`config.mk`:
```
export PLATFORM = sky130hd
export DESIGN_NAME = ga_elite_unit
export DESIGN_NICKNAME = d
export VERILOG_FILES = /design/src/rtl/ga_pkg.sv /design/src/rtl/ga_rng.sv /design/src/rtl/ga_breed.sv /design/src/rtl/ga_elite_sel.sv /design/src/rtl/ga_elite_unit.sv
export SDC_FILE = /design/constraint.sdc
export NUM_CORES = 1
export LEC_CHECK = 0
export CAP_MARGIN = 20
export CORE_ASPECT_RATIO = 1.1
export CORE_MARGIN = 5
export CORE_UTILIZATION = 40
export DETAILED_ROUTE_END_ITERATION = 8
export HOLD_SLACK_MARGIN = 0.08
export SKIP_LAST_GASP = 1
export SYNTH_ARGS = -nofsm -noshare
export SYNTH_HDL_FRONTEND = slang
export SYNTH_SLANG_ARGS = --single-unit
```
`constraint.sdc`:
```
create_clock -name clk -period 11.26 [get_ports clk]
set_clock_uncertainty 0.05 [all_clocks]
set_input_delay 1.689 -clock clk [delete_from_list [all_inputs] [get_ports clk]]
set_output_delay 1.689 -clock clk [all_outputs]
set_load 0.01 [all_outputs]
```
`src/rtl/ga_pkg.sv`:
```
package ga_pkg;
  localparam int CHROM_W = 4;
  localparam int FIT_W   = 8;
  localparam int RNG_W   = 8 * CHROM_W;
  localparam logic [RNG_W-1:0] RNG_TAPS = 32'h8020_0003;

  typedef logic [CHROM_W-1:0] chrom_t;
  typedef logic [FIT_W-1:0]   fit_t;

  typedef struct packed {
    fit_t   fit;
    chrom_t chrom;
  } indiv_t;

  localparam int IND_W = $bits(indiv_t);

  typedef enum logic [3:0] {
    S_IDLE, S_RDA, S_RDB, S_CAPB, S_MUTA, S_MUTB,
    S_EVA, S_EVB, S_WRA, S_WRB, S_FIN
  } ga_state_e;

  // one generator step (right-shifting Galois form)
  function automatic logic [RNG_W-1:0] rng_next(logic [RNG_W-1:0] s);
    return s[0] ? ((s >> 1) ^ RNG_TAPS) : (s >> 1);
  endfunction

  // crossover point in 1..CHROM_W-1
  function automatic logic [1:0] cut_pick(logic [7:0] r);
    logic [7:0] m;
    m = r % 8'(CHROM_W - 1);
    return m[1:0] + 2'd1;
  endfunction

  // bits above the cut from hi_src, low 'cut' bits from lo_src
  function automatic chrom_t splice(chrom_t hi_src, chrom_t lo_src, logic [1:0] cut);
    chrom_t low_m;
    low_m = (chrom_t'(1) << cut) - chrom_t'(1);
    return (hi_src & ~low_m) | (lo_src & low_m);
  endfunction

  // per-bit mutation: byte i of r decides bit i
  function automatic chrom_t flip_bits(chrom_t c, logic [RNG_W-1:0] r, logic [7:0] thr);
    chrom_t o;
    o = c;
    for (int i = 0; i < CHROM_W; i++)
      if (r[8*i +: 8] < thr) o[i] = ~c[i];
    return o;
  endfunction
endpackage

```
`src/rtl/ga_rng.sv`:
```
module ga_rng
  import ga_pkg::*;
#(
  parameter logic [RNG_W-1:0] SEED = 32'h5EED_C0DE
) (
  input  logic             clk,
  input  logic             rst_n,
  input  logic             adv,
  output logic [RNG_W-1:0] value
);
  always_ff @(posedge clk) begin
    if (!rst_n)   value <= SEED;
    else if (adv) value <= rng_next(value);
  end
endmodule

```
`src/rtl/ga_breed.sv`:
```
module ga_breed
  import ga_pkg::*;
(
  input  chrom_t           par_a,
  input  chrom_t           par_b,
  input  logic [1:0]       cut,
  input  logic [RNG_W-1:0] rnd,
  input  logic [7:0]       thr,
  input  logic             second,
  output chrom_t           child
);
  chrom_t crossed;

  always_comb begin
    crossed = second ? splice(par_b, par_a, cut) : splice(par_a, par_b, cut);
    child   = flip_bits(crossed, rnd, thr);
  end
endmodule

```
`src/rtl/ga_elite_sel.sv`:
```
module ga_elite_sel
  import ga_pkg::*;
(
  input  indiv_t [3:0] cand,
  output indiv_t       best,
  output indiv_t       runner
);
  logic [1:0] bi;
  logic [1:0] si;

  always_comb begin
    bi = 2'd0;
    for (int j = 1; j < 4; j++)
      if (cand[j].fit > cand[bi].fit) bi = 2'(j);
    si = (bi == 2'd0) ? 2'd1 : 2'd0;
    for (int j = 0; j < 4; j++)
      if (2'(j) != bi && 2'(j) != si && cand[j].fit > cand[si].fit) si = 2'(j);
    best   = cand[bi];
    runner = cand[si];
  end
endmodule

```
`src/rtl/ga_elite_unit.sv`:
```
module ga_elite_unit
  import ga_pkg::*;
#(
  parameter int                ADDR_W = 11,
  parameter int                STRIDE = 683,
  parameter logic [RNG_W-1:0]  SEED   = 32'h5EED_C0DE
) (
  input  logic              clk,
  input  logic              rst_n,
  input  logic              step_go,
  input  logic [7:0]        mut_thresh,
  output logic              mem_re,
  output logic              mem_we,
  output logic [ADDR_W-1:0] mem_addr,
  output logic [IND_W-1:0]  mem_wdata,
  input  logic [IND_W-1:0]  mem_rdata,
  output logic              eval_req,
  output logic [CHROM_W-1:0] eval_chrom,
  input  logic              eval_ack,
  input  logic [FIT_W-1:0]  eval_fit,
  output logic              step_done
);
  localparam int PAIR_W = ADDR_W - 1;

  ga_state_e          state;
  logic [PAIR_W-1:0]  pair_q;
  indiv_t             par_a, par_b;
  logic [1:0]         cut_q;
  chrom_t             kid_a, kid_b;
  fit_t               fit_a, fit_b;

  // named internal events
  logic               draw;
  logic               eval_fire;
  logic               odd_word;
  logic [RNG_W-1:0]   rnd;
  chrom_t             bred;
  indiv_t             best, runner;
  indiv_t [3:0]       cand;

  assign draw      = (state == S_CAPB) || (state == S_MUTA) || (state == S_MUTB);
  assign eval_fire = eval_req && eval_ack;
  assign odd_word  = (state == S_RDB) || (state == S_WRB);

  ga_rng #(.SEED(SEED)) u_rng (
    .clk   (clk),
    .rst_n (rst_n),
    .adv   (draw),
    .value (rnd)
  );

  ga_breed u_breed (
    .par_a  (par_a.chrom),
    .par_b  (par_b.chrom),
    .cut    (cut_q),
    .rnd    (rnd),
    .thr    (mut_thresh),
    .second (state == S_MUTB),
    .child  (bred)
  );

  assign cand[0] = par_a;
  assign cand[1] = par_b;
  assign cand[2] = '{fit: fit_a, chrom: kid_a};
  assign cand[3] = '{fit: fit_b, chrom: kid_b};

  ga_elite_sel u_sel (
    .cand   (cand),
    .best   (best),
    .runner (runner)
  );

  assign mem_re     = (state == S_RDA) || (state == S_RDB);
  assign mem_we     = (state == S_WRA) || (state == S_WRB);
  assign mem_addr   = {pair_q, odd_word};
  assign mem_wdata  = (state == S_WRB) ? runner : best;
  assign eval_req   = (state == S_EVA) || (state == S_EVB);
  assign eval_chrom = (state == S_EVB) ? kid_b : kid_a;
  assign step_done  = (state == S_FIN);

  always_ff @(posedge clk) begin
    if (!rst_n) begin
      state  <= S_IDLE;
      pair_q <= '0;
      par_a  <= '0;
      par_b  <= '0;
      cut_q  <= 2'd1;
      kid_a  <= '0;
      kid_b  <= '0;
      fit_a  <= '0;
      fit_b  <= '0;
    end else begin
      unique case (state)
        S_IDLE: if (step_go) state <= S_RDA;
        S_RDA:  state <= S_RDB;
        S_RDB: begin
          par_a <= indiv_t'(mem_rdata);
          state <= S_CAPB;
        end
        S_CAPB: begin
          par_b <= indiv_t'(mem_rdata);
          cut_q <= cut_pick(rnd[7:0]);
          state <= S_MUTA;
        end
        S_MUTA: begin
          kid_a <= bred;
          state <= S_MUTB;
        end
        S_MUTB: begin
          kid_b <= bred;
          state <= S_EVA;
        end
        S_EVA: if (eval_fire) begin
          fit_a <= eval_fit;
          state <= S_EVB;
        end
        S_EVB: if (eval_fire) begin
          fit_b <= eval_fit;
          state <= S_WRA;
        end
        S_WRA: state <= S_WRB;
        S_WRB: state <= S_FIN;
        S_FIN: begin
          pair_q <= pair_q + PAIR_W'(STRIDE);
          state  <= S_IDLE;
        end
        default: state <= S_IDLE;
      endcase
    end
  end
endmodule

```
Word-level counts from Yosys, hierarchy flattened
Index checks and enable logic that the tools add are counted.
{"block": "totals", "mem_bits_rw": 0, "in_bits": 32, "register_bits": 96, "mem_count": 0, "romBits": 0, "word_cells": 125, "out_inout_bits": 31, "latchBits": 0}
{"block": "op_classes", "n_addsub": 3, "bitwise_logic": 12, "magnitude_cmp": 19, "reduce_logical": 22, "mux": 36, "shift": 1, "n_eq_ne": 19, "n_div": 1, "mul": 0}
{"cell": "binary-select mux 12 bit (select 2 bit)", "n": 8}
{"cell": "two-way mux 12 bit", "n": 9}
{"cell": "> comparator 8 bit", "n": 7}
{"cell": "one-hot mux 4 bit (10 select lines)", "n": 1}
{"cell": "< comparator 8 bit", "n": 4}
{"cell": "two-way mux 32 bit", "n": 1}
{"cell": "< comparator 2 x 3 -> 1 bit, second input constant", "n": 7}
{"cell": "two-way mux 4 bit", "n": 5}
{"cell": "bitwise AND 4 bit", "n": 4}
{"cell": "equality test 4 x 3 -> 1 bit, second input constant", "n": 4}
{"cell": "equality test 4 bit, second input constant", "n": 3}
{"cell": "two-way mux 2 bit", "n": 6}
{"cell": "adder 10 bit, second input constant", "n": 1}
{"cell": "logical AND 1 bit", "n": 9}
{"cell": "equality test 4 x 2 -> 1 bit, second input constant", "n": 2}
{"cell": "modulo 8 x 2 -> 8 bit, second input constant", "n": 1}
{"cell": "!= test 2 bit, first input constant", "n": 4}
{"cell": "OR 4 bit", "n": 2}
{"cell": "logical OR 1 bit", "n": 6}
{"cell": "two-way mux 1 bit", "n": 6}
{"cell": "!= test 2 bit, second input constant", "n": 3}
{"cell": "equality test 4 x 1 -> 1 bit, second input constant", "n": 1}
{"cell": "logical NOT 4 bit", "n": 1}
{"cell": "!= test 1 x 2 -> 1 bit, first input constant", "n": 2}
{"cell": "11 further kinds", "n": 16}

Depth between registers and ports, before layout
Gate-level depths: netlist of run 1.
{"block": "logic_depth", "ltp_word": 35, "depth_mapped": 61, "ltp_nobuf": 53}

Cells and area by module
Synthesis of run 1 repeated with hierarchy kept, for this count alone.
{"block": "unflattened", "cells_unflattened": 877, "area_unflattened_um2": 7552.2}
{"module": "ga_elite_unit", "cells_each": 371, "area_each_um2": 3259.4, "seq_area_each_um2": 1281.2, "instances": 1}
{"module": "ga_elite_sel", "cells_each": 311, "area_each_um2": 2358.5, "seq_area_each_um2": 0.0, "instances": 1}
{"module": "ga_rng", "cells_each": 108, "area_each_um2": 1211.2, "seq_area_each_um2": 640.6, "instances": 1}
{"module": "ga_breed", "cells_each": 87, "area_each_um2": 723.2, "seq_area_each_um2": 0.0, "instances": 1}

Worst setup path before layout of run 1
OpenSTA, ideal clock, no wires.
{"block": "synth_timing", "path_kind": "reg-to-output", "from": "reg par_a (netlist bit cand[5])", "to": "out mem_wdata[5]", "required_time_ns": 9.521, "path_buffers": 8, "arrival_ns": 10.470, "stages_incl_launch_ff": 59, "setup_slack_ns": -0.949, "cell_sequence": "dfxtp_1 > inv_1 > ha_1 > nor2b_1 > o21a_1 > o21ai_0 > a21oi_1 > o22a_1 > buf_2 > mux2i_1 > ha_1 > nor2b_1 > o21a_1 > o21a_1 > o21ai_0 > a221o_1 > clkbuf_1 > clkbuf_1 > (+23 left out) > o21a_1 > o21a_1 > o21ai_0 > a221o_1 > buf_2 > buf_1 > a21o_1 > ha_1 > nor2b_1 > o21a_1 > o21a_1 > o21ai_0 > a221oi_1 > nand2_1 > clkbuf_1 > nor2_1 > a211o_1 > o221ai_1"}
{"block": "synth_via", "elab_chain_cells": 35, "elab_cells_between_ends": 49, "classes_between": "order compare (7); eq/ne (6); mux (25); reduce/logical (11)"}
{"item": "start, declared", "line_no": "ga_elite_unit.sv:27", "text": "indiv_t par_a, par_b;"}
{"item": "start signal, assigned", "line_no": "ga_elite_unit.sv:97", "text": "par_a <= indiv_t'(mem_rdata);"}
{"item": "> comparator 8 bit", "line_no": "ga_elite_sel.sv:14", "text": "if (cand[j].fit > cand[bi].fit) bi = 2'(j);"}
{"item": "two-way mux 1 bit", "line_no": "ga_elite_sel.sv:14"}
{"item": "binary-select mux 12 bit (select 2 bit)", "line_no": "ga_elite_sel.sv:14"}
{"item": "two-way mux 12 bit (not written as such)", "line_no": "ga_elite_sel.sv:14"}
{"item": "> comparator 8 bit", "line_no": "ga_elite_sel.sv:14"}
{"item": "two-way mux 2 bit", "line_no": "ga_elite_sel.sv:14"}
{"item": "binary-select mux 12 bit (select 2 bit)", "line_no": "ga_elite_sel.sv:14"}
{"item": "two-way mux 12 bit (not written as such)", "line_no": "ga_elite_sel.sv:14"}
{"item": "(+19 left out)"}
{"item": "binary-select mux 12 bit (select 2 bit)", "line_no": "ga_elite_sel.sv:17", "text": "if (2'(j) != bi && 2'(j) != si && cand[j].fit > cand[si].fit) si = 2'(j);"}
{"item": "two-way mux 12 bit (not written as such)", "line_no": "ga_elite_sel.sv:17"}
{"item": "> comparator 8 bit", "line_no": "ga_elite_sel.sv:17"}
{"item": "logical AND 1 bit", "line_no": "ga_elite_sel.sv:17"}
{"item": "two-way mux 2 bit", "line_no": "ga_elite_sel.sv:17"}
{"item": "binary-select mux 12 bit (select 2 bit)", "line_no": "ga_elite_sel.sv:19", "text": "runner = cand[si];"}
{"item": "two-way mux 12 bit (not written as such)", "line_no": "ga_elite_sel.sv:19"}
{"item": "two-way mux 12 bit *", "line_no": "ga_elite_unit.sv:76", "text": "assign mem_wdata = (state == S_WRB) ? runner : best;"}
{"item": "end, declared", "line_no": "ga_elite_unit.sv:15", "text": "output logic [IND_W-1:0] mem_wdata,"}
Mark *: on every way between the ends. The rest lies on a longest branch, timed or not. The select of a mux whose other input is x is not followed.

Final worst setup path of run 1
{"block": "layout_timing", "from": "reg par_a (netlist bit cand[5])", "to": "out mem_wdata[9]"}
The elaborated chain is that of the path after synthesis.

==> out/qor.yml, run 1 <==
vias_per_cell: 5.325
finalSetupViolations: 12
report.final.hold_viol_count: 0
maxCapViolations: 0
final_cell_area_sq_um: 9771
worstMarginPinSlew_ps: 966.0
first_iter_violations: 333
critPathArrivalTime_ps: 9870
grt_usage: 0.1990
io_buffers: 62
grt_first_pass_wirelength_microns: 33400
maxSlewHeadroom: 0.3560
endpoint_kind: "output pin"
crit_top_cell: "o21a_1"
fmax_mhz: 86.15
status: "finished with violations"
hpwl_microns: 14660
r2r-end: "cut_q[1]"
tns_ps: -3623
ys_seq_area_frac: 0.2667
worstPathRequired_ps: 9520
period_needed_ps: 11610
worstSetupStartpoint: "cand[5]"
clock-root-buffer: "clkbuf_16"
placed_area_sq_um: 8633
ys_async_sr_fraction: 0
die_h_microns: 150.8
synth_area_sq_um: 7207
grt_max_degree: 104
hp-class: "flip-flop to flip-flop"
num_antenna_cells: 0
ios: 63
cts_tree: "built"
yosysWarnings: 0
row_count: 51
dp_slack_ps: -714.0
clkTransAtPathRegs_ps: 70
synth_edf_count: 0
powerDensity_nw_per_um2: 255.9
vias: 6858
violations: "negative setup slack"
worstSkewPairLatency_ps: 350
r2r_slack_ps: 7910
detail-route-antenna-nets: 0
syn_nets: 1003
clockBufferDepth: 2
grt_pass1_vias: 6608
critPathLaunchType: "flip-flop"
wl_per_cell_microns: 16.07
synth.avg_cell_area_sq_um: 8.098
worstSetupEndpoint: "mem_wdata[9]"
final.setup.worst_slack_ps: -347.7
initial_utilization: 0.4063
nets: 1159
wl_microns: 20700
rr_worst_depth: 12
synthFlopType: "dfxtp_1"
synth_seq_cells: 96
syn_to_final_growth_pct: 35.57
clkSinkCount: 96
drt_pass1_iterations: 5
antenna_found_initial: 0
critPathSlowestCell: "a221o_1"
drive_gt1_frac: 0.2600
crit_type: "flip-flop to output pin"
drv_slew: 0
netlist-cell-type-count: 63
die_area_sq_um: 20800
die_w_microns: 138.0
irDropWorstVdd_uv: 243.5
critPathMaxFanout: 7
p_leak_nw: 4.212
numCtsBuffers: 9
r2r_start: "u_rng.value[7]"
synth_cells: 890
grt.overflow.total: 0
htreeDepth: 3
post-route-util: 0.5508
max_stage_delay_ps: 390
rsz0062_at_grt: "true"
drc: 0
final.period_utilization: 1.031
core-area_sq_um: 17740
gp_congestion: 0.8710
registers in the layout, indices dropped and copies added, names as in the netlist:
name / cells
cand: 24
cut_q: 2
fit_a: 8
fit_b: 8
kid_a: 4
kid_b: 4
pair_q: 10
state: 4
u_rng.value: 32
synth_stat cells, types with 4 or more instances:
library cell	n	area, sq um
and3_1	4	25.02
a221oi_1	4	35.03
dfxtp_1	96	1922
nor3_1	19	95.09
o211ai_1	7	52.55
inv_1	28	105.1
clkbuf_1	37	138.9
buf_4	6	45.04
xor2_1	5	43.79
mux2i_1	36	360.4
nand2b_1	10	62.56
ha_1	81	1013
nor2_1	20	75.07
a211oi_1	17	127.6
a211o_1	6	52.55
nor3b_1	8	60.06
nand2_1	144	540.5
a21boi_0	37	277.8
a21o_1	32	240.2
o21a_1	16	120.1
nand4_1	9	56.30
o221ai_1	5	43.79
buf_2	8	40.04
xnor2_1	16	140.1
a21oi_1	45	225.2
or3_1	8	50.05
mux2_2	11	123.9
and2_1	15	93.84
and3b_1	5	43.79
nand3_1	43	215.2
nor2b_1	30	187.7
a31oi_1	6	37.54
o21ai_0	37	185.2
routing by layer:
layer	GRT usage	vias to the layer above	wire [microns]
li1	-	3505	-
met2	0.3591	113	10730
met3	0.02126	27	565
met5	0	-	0
met1	0.2468	3213	8980
met4	0.06324	0	427
cells in the final DEF, fill, tap and decap left out, types with 8 or more instances in the layout:
master,synthesis,layout
nand2b_1,10,10
mux2i_1,36,32
ha_4,0,8
and2_1,15,13
buf_2,8,12
a211oi_1,17,11
nor2_1,20,19
a21boi_0,37,37
o21ai_0,37,26
xnor2_1,16,16
a21oi_2,0,12
nand3_1,43,40
clkdlybuf4s50_1,0,49
dfxtp_1,96,92
nand4_1,9,9
mux2_2,11,8
clkbuf_16,0,9
nor2b_1,30,24
a21o_1,32,32
buf_4,6,118
buf_6,1,19
nand2_1,144,140
o21a_1,16,16
inv_1,28,26
ha_1,81,68
nor3_1,19,9
a21oi_1,45,31
critical path, delay by kind of cell (launching register included):
| kind | cells | cell delay, ps |
|---|---|---|
| AOI/OAI and AO/OA | 28 | 4590 |
| adders and majority gates | 6 | 1550 |
| DFF | 1 | 320 |
| buffers and inverters | 9 | 1300 |
| muxes | 2 | 320 |
| and+or+nand+nor | 10 | 1440 |
kinds of logic after synthesis:
family,synth area share
simple gates,0.2276
compound gates,0.2226
flops,0.2667
buf+inv,0.04982
fa+ha+maj,0.1406
mux,0.06719
xor+xnor,0.02552
timing repair:
action	4_1_cts	5_1_grt
gates resized for setup	136	47
setup endpoints to repair	12	12
pin swaps	43	39
setup buffers	23	15
hold buffers	0	0
gates cloned	1	0
layout make-up:
class / count / area [sq um]
Sequential cell: 96 / 1927
Multi-Input combinational cell: 712 / 5484
Clock inverter: 5 / 40.04
Timing Repair Buffer: 199 / 1678
Inverter: 28 / 105.1
Clock buffer: 10 / 239.0
Fill cell: 1690 / 7969
Tap cell: 238 / 297.8
power breakdown:
group          switching, mW  internal [mW]  leakage [nW]
clock network          0.141          0.157         0.139
registers             0.0277          0.361         0.780
logic                  0.931          0.883          3.29
how the worst min path moves through the flow:
stage | slack [ps] | startpoint | depth (start not counted) | end
final | 430 | u_rng.value[8] | 2 | u_rng.value[8]
after global routing | 460 | u_rng.value[24] | 2 | u_rng.value[23]
after CTS | 430 | u_rng.value[24] | 2 | u_rng.value[24]
after detailed placement | 420 | u_rng.value[24] | 2 | u_rng.value[24]
after global placement | 420 | u_rng.value[24] | 2 | u_rng.value[24]
after floorplan | 400 | u_rng.value[8] | 2 | u_rng.value[8]
stage by stage:
stage               hold slack (ps)  total power, mW  instances
finish                        429.2            2.501       1288
global route                  455.5            2.662       1288
floorplan                     401.6            1.240        890
global placement              420.2            1.701       1235
detailed placement            424.1            1.709       1235
CTS                           433.7            2.287       1273
Note: power is estimated with default switching activity, not from simulation.
==> inputs of run 2 (changes only) <==
--- a/config.mk
+++ b/config.mk
@@ -14,4 +14,5 @@
 export SKIP_LAST_GASP = 1
 export SYNTH_ARGS = -nofsm -noshare
 export SYNTH_HDL_FRONTEND = slang
+export SYNTH_HIERARCHICAL = 1
 export SYNTH_SLANG_ARGS = --single-unit
==> out/qor.yml, run 2 <==
grt_pass1_vias: 6546  # was 6,608
multiInputGateArea_sq_um: 5653  # was 5484 sq um
placed_cells: 1208  # was 1,235
finalSetupViolations: 11  # was 12
critPathArrivalTime_ps: 9700  # was 9870 ps
dp_slack_ps: -190.8  # was -714.0 ps
synth.avg_cell_area_sq_um: 8.611  # was 8.098 sq um
worstSkewPairLatency_ps: 360  # was 350 ps
layout_common_cells: "120 x nand2_1, 93 x dfxtp_1, 84 x buf_4, 80 x mux2i_1, 67 x ha_1"  # was 140 x nand2_1, 118 x buf_4, 92 x dfxtp_1, 68 x ha_1, 49 x clkdlybuf4s50_1
die_area_sq_um: 21730  # was 20,800 sq um
synthFlopType: "dfxtp_1"  # unchanged
clkSinkCount: 96  # unchanged
final.setup.worst_slack_ps: -175.9  # was -347.7 ps
nFillCells: 1733  # was 1,690
status: "finished with violations"  # unchanged
ios: 63  # unchanged
ys_seq_area_frac: 0.2545  # was 0.2667
grt_max_degree: 87  # was 104
crit_type: "flip-flop to output pin"  # unchanged
synth_cells: 877  # was 890
finalNonFillerCells: 1259  # was 1,288
drc: 0  # unchanged
antenna_found_initial: 0  # unchanged
ys_async_sr_fraction: 0  # unchanged
die_h_microns: 154.1  # was 150.8 microns
syn_to_final_growth_pct: 30.38  # was 35.57%
first_iter_violations: 327  # was 333
yosysMostFrequentCell: "nand2_1"  # unchanged
synth_top_area_share: 0.2545  # was 0.2667
cts_tree: "built"  # unchanged
r2r_slack_ps: 8020  # was 7910 ps
final_common_cell: "nand2_1"  # unchanged
htreeDepth: 3  # unchanged
critPathLaunchType: "flip-flop"  # unchanged
critPathSlowestCell: "dfxtp_2"  # was a221o_1
gp_congestion: 0.9017  # was 0.8710
nets: 1122  # was 1,159
synth_seq_cells: 96  # unchanged
crit_top_cell: "buf_6"  # was o21a_1
clkTransAtPathRegs_ps: 70  # about the same
rr_worst_depth: 11  # was 12
report.final.hold_viol_count: 0  # unchanged
worstPathRequired_ps: 9520  # about the same
row_count: 52  # was 51
grt_usage: 0.1871  # was 0.1990
drive_gt1_frac: 0.2372  # was 0.2600
period_needed_ps: 11440  # was 11,610 ps
synth_edf_count: 0  # unchanged
hpwl_microns: 15000  # was 14,660 microns
synth_top_area_cell: "dfxtp_1"  # unchanged
max_stage_delay_ps: 330  # was 390 ps
endpoint_kind: "output pin"  # unchanged
grt.overflow.total: 0  # unchanged
post-route-util: 0.5329  # was 0.5508
worstSetupStartpoint: "cand[5]"  # unchanged
clockBufferDepth: 2  # unchanged
vias_per_cell: 5.419  # was 5.325
core-area_sq_um: 18480  # was 17,740 sq um
synth_area_sq_um: 7552  # was 7207 sq um
seq_area_sq_um: 1926  # was 1927 sq um
detail-route-antenna-nets: 0  # unchanged
largest_reg_flops: 32  # unchanged
initial_utilization: 0.4087  # was 0.4063
drv_slew: 0  # unchanged
num_antenna_cells: 0  # unchanged
maxSlewHeadroom: 0.4410  # was 0.3560
die_w_microns: 141.0  # was 138.0 microns
drt_pass1_iterations: 5  # unchanged
io_buffers: 62  # unchanged
syn_nets: 988  # was 1,003
hp-class: "flip-flop to flip-flop"  # unchanged
synth_commonest_cells: "121 x nand2_1, 96 x dfxtp_1, 90 x mux2i_1"  # was 144 x nand2_1, 96 x dfxtp_1, 81 x ha_1
wl_per_cell_microns: 17.04  # was 16.07 microns
final.period_utilization: 1.016  # was 1.031
grt_first_pass_wirelength_microns: 33150  # was 33,400 microns
synth.top_cells.by_area: "dfxtp_1 25%, ha_1 13%, mux2i_1 12%, nand2_1 6.0%, mux2_2 4.0%"  # was dfxtp_1 27%, ha_1 14%, nand2_1 7.5%, mux2i_1 5.0%, a21boi_0 3.9%
numCtsBuffers: 9  # unchanged
maxCapViolations: 0  # unchanged
worstMarginPinSlew_ps: 817.3  # was 966.0 ps
critPathMaxFanout: 7  # unchanged
wl_microns: 21450  # was 20,700 microns
violations: "negative setup slack"  # unchanged
netlist-cell-type-count: 81  # was 63
rsz0062_at_grt: "true"  # unchanged
r2r_start: "u_rng/value[3]"  # was u_rng.value[7]
r2r-end: "cut_q[1]"  # unchanged
regMostFlops: "u_rng/value"  # was u_rng.value
worstSetupEndpoint: "mem_wdata[5]"  # was mem_wdata[9]
yosysWarnings: 6  # was 0
vias: 6822  # was 6,858
fmax_mhz: 87.44  # was 86.15 MHz
clock-root-buffer: "clkbuf_16"  # unchanged
==> run 2: metal layers <==
layer / vias up / wire length (microns) / GRT usage
met5: - / 0 / 0
met4: 0 / 631 / 0.06645
met3: 40 / 669 / 0.02827
met2: 135 / 10910 / 0.3390
met1: 3222 / 9235 / 0.2230
li1: 3425 / - / -
==> run 2: worst min-delay path by stage <==
stage                    startpoint              end  slack [ps]  cells after the start
floorplan           u_rng/value[16]  u_rng/value[16]         400                      2
global placement    u_rng/value[24]  u_rng/value[23]         440                      2
detailed placement  u_rng/value[16]  u_rng/value[16]         440                      2
CTS                 u_rng/value[24]  u_rng/value[23]         460                      2
global route        u_rng/value[24]  u_rng/value[23]         490                      2
finish                      cand[2]          cand[2]         470                      2
==> run 2: timing repair <==
item	CTS	global route
gates resized for setup	61	100
hold buffers	0	0
setup endpoints to repair	12	12
pin swaps	8	20
setup buffers	12	19
cloned	2	2
==> run 2: kinds of logic after synthesis <==
family                   after synthesis  share of synthesized area
adder cells (fa/ha/maj)               79                     0.1309
AO/OA/AOI/OAI                        191                     0.1783
buffers and inverters                 84                    0.05798
multiplexers                         118                     0.1615
flip-flops                            96                     0.2545
AND/OR/NAND/NOR                      287                     0.1904
XOR/XNOR                              22                    0.02651
==> run 2: area by class of cell <==
class	instances	area share
multi-input cells	697	0.5741
repair buffers	166	0.1536
clock buffers	9	0.02287
well taps	243	0.03088
flip-flops and latches	96	0.1956
inverters	41	0.01563
clock inverters	7	0.007370
==> run 2: critical path, delay by kind of cell (launching register included) <==
kind                       cells  cell delay [ps]
buffers and inverters          8             1220
and+or+nand+nor               11             1360
DFF                            1              330
adders and majority gates      6             1600
AOI/OAI and AO/OA             18             3270
muxes                          6             1540
==> run 2: metrics by stage <==
stage / area, sq um / hold slack [ps] / setup TNS (ps)
after floorplan: 7561 / 404.6 / 0
after global placement: 8753 / 437.0 / -435.5
after detailed placement: 8753 / 436.3 / -1866
after CTS: 9353 / 464.6 / -89.33
after global routing: 9847 / 493.3 / -5748
final: 9847 / 466.7 / -1194
Power of run 2 is not shown: default switching activity piles up to over one toggle a cycle in this logic, so the estimate is an artifact.
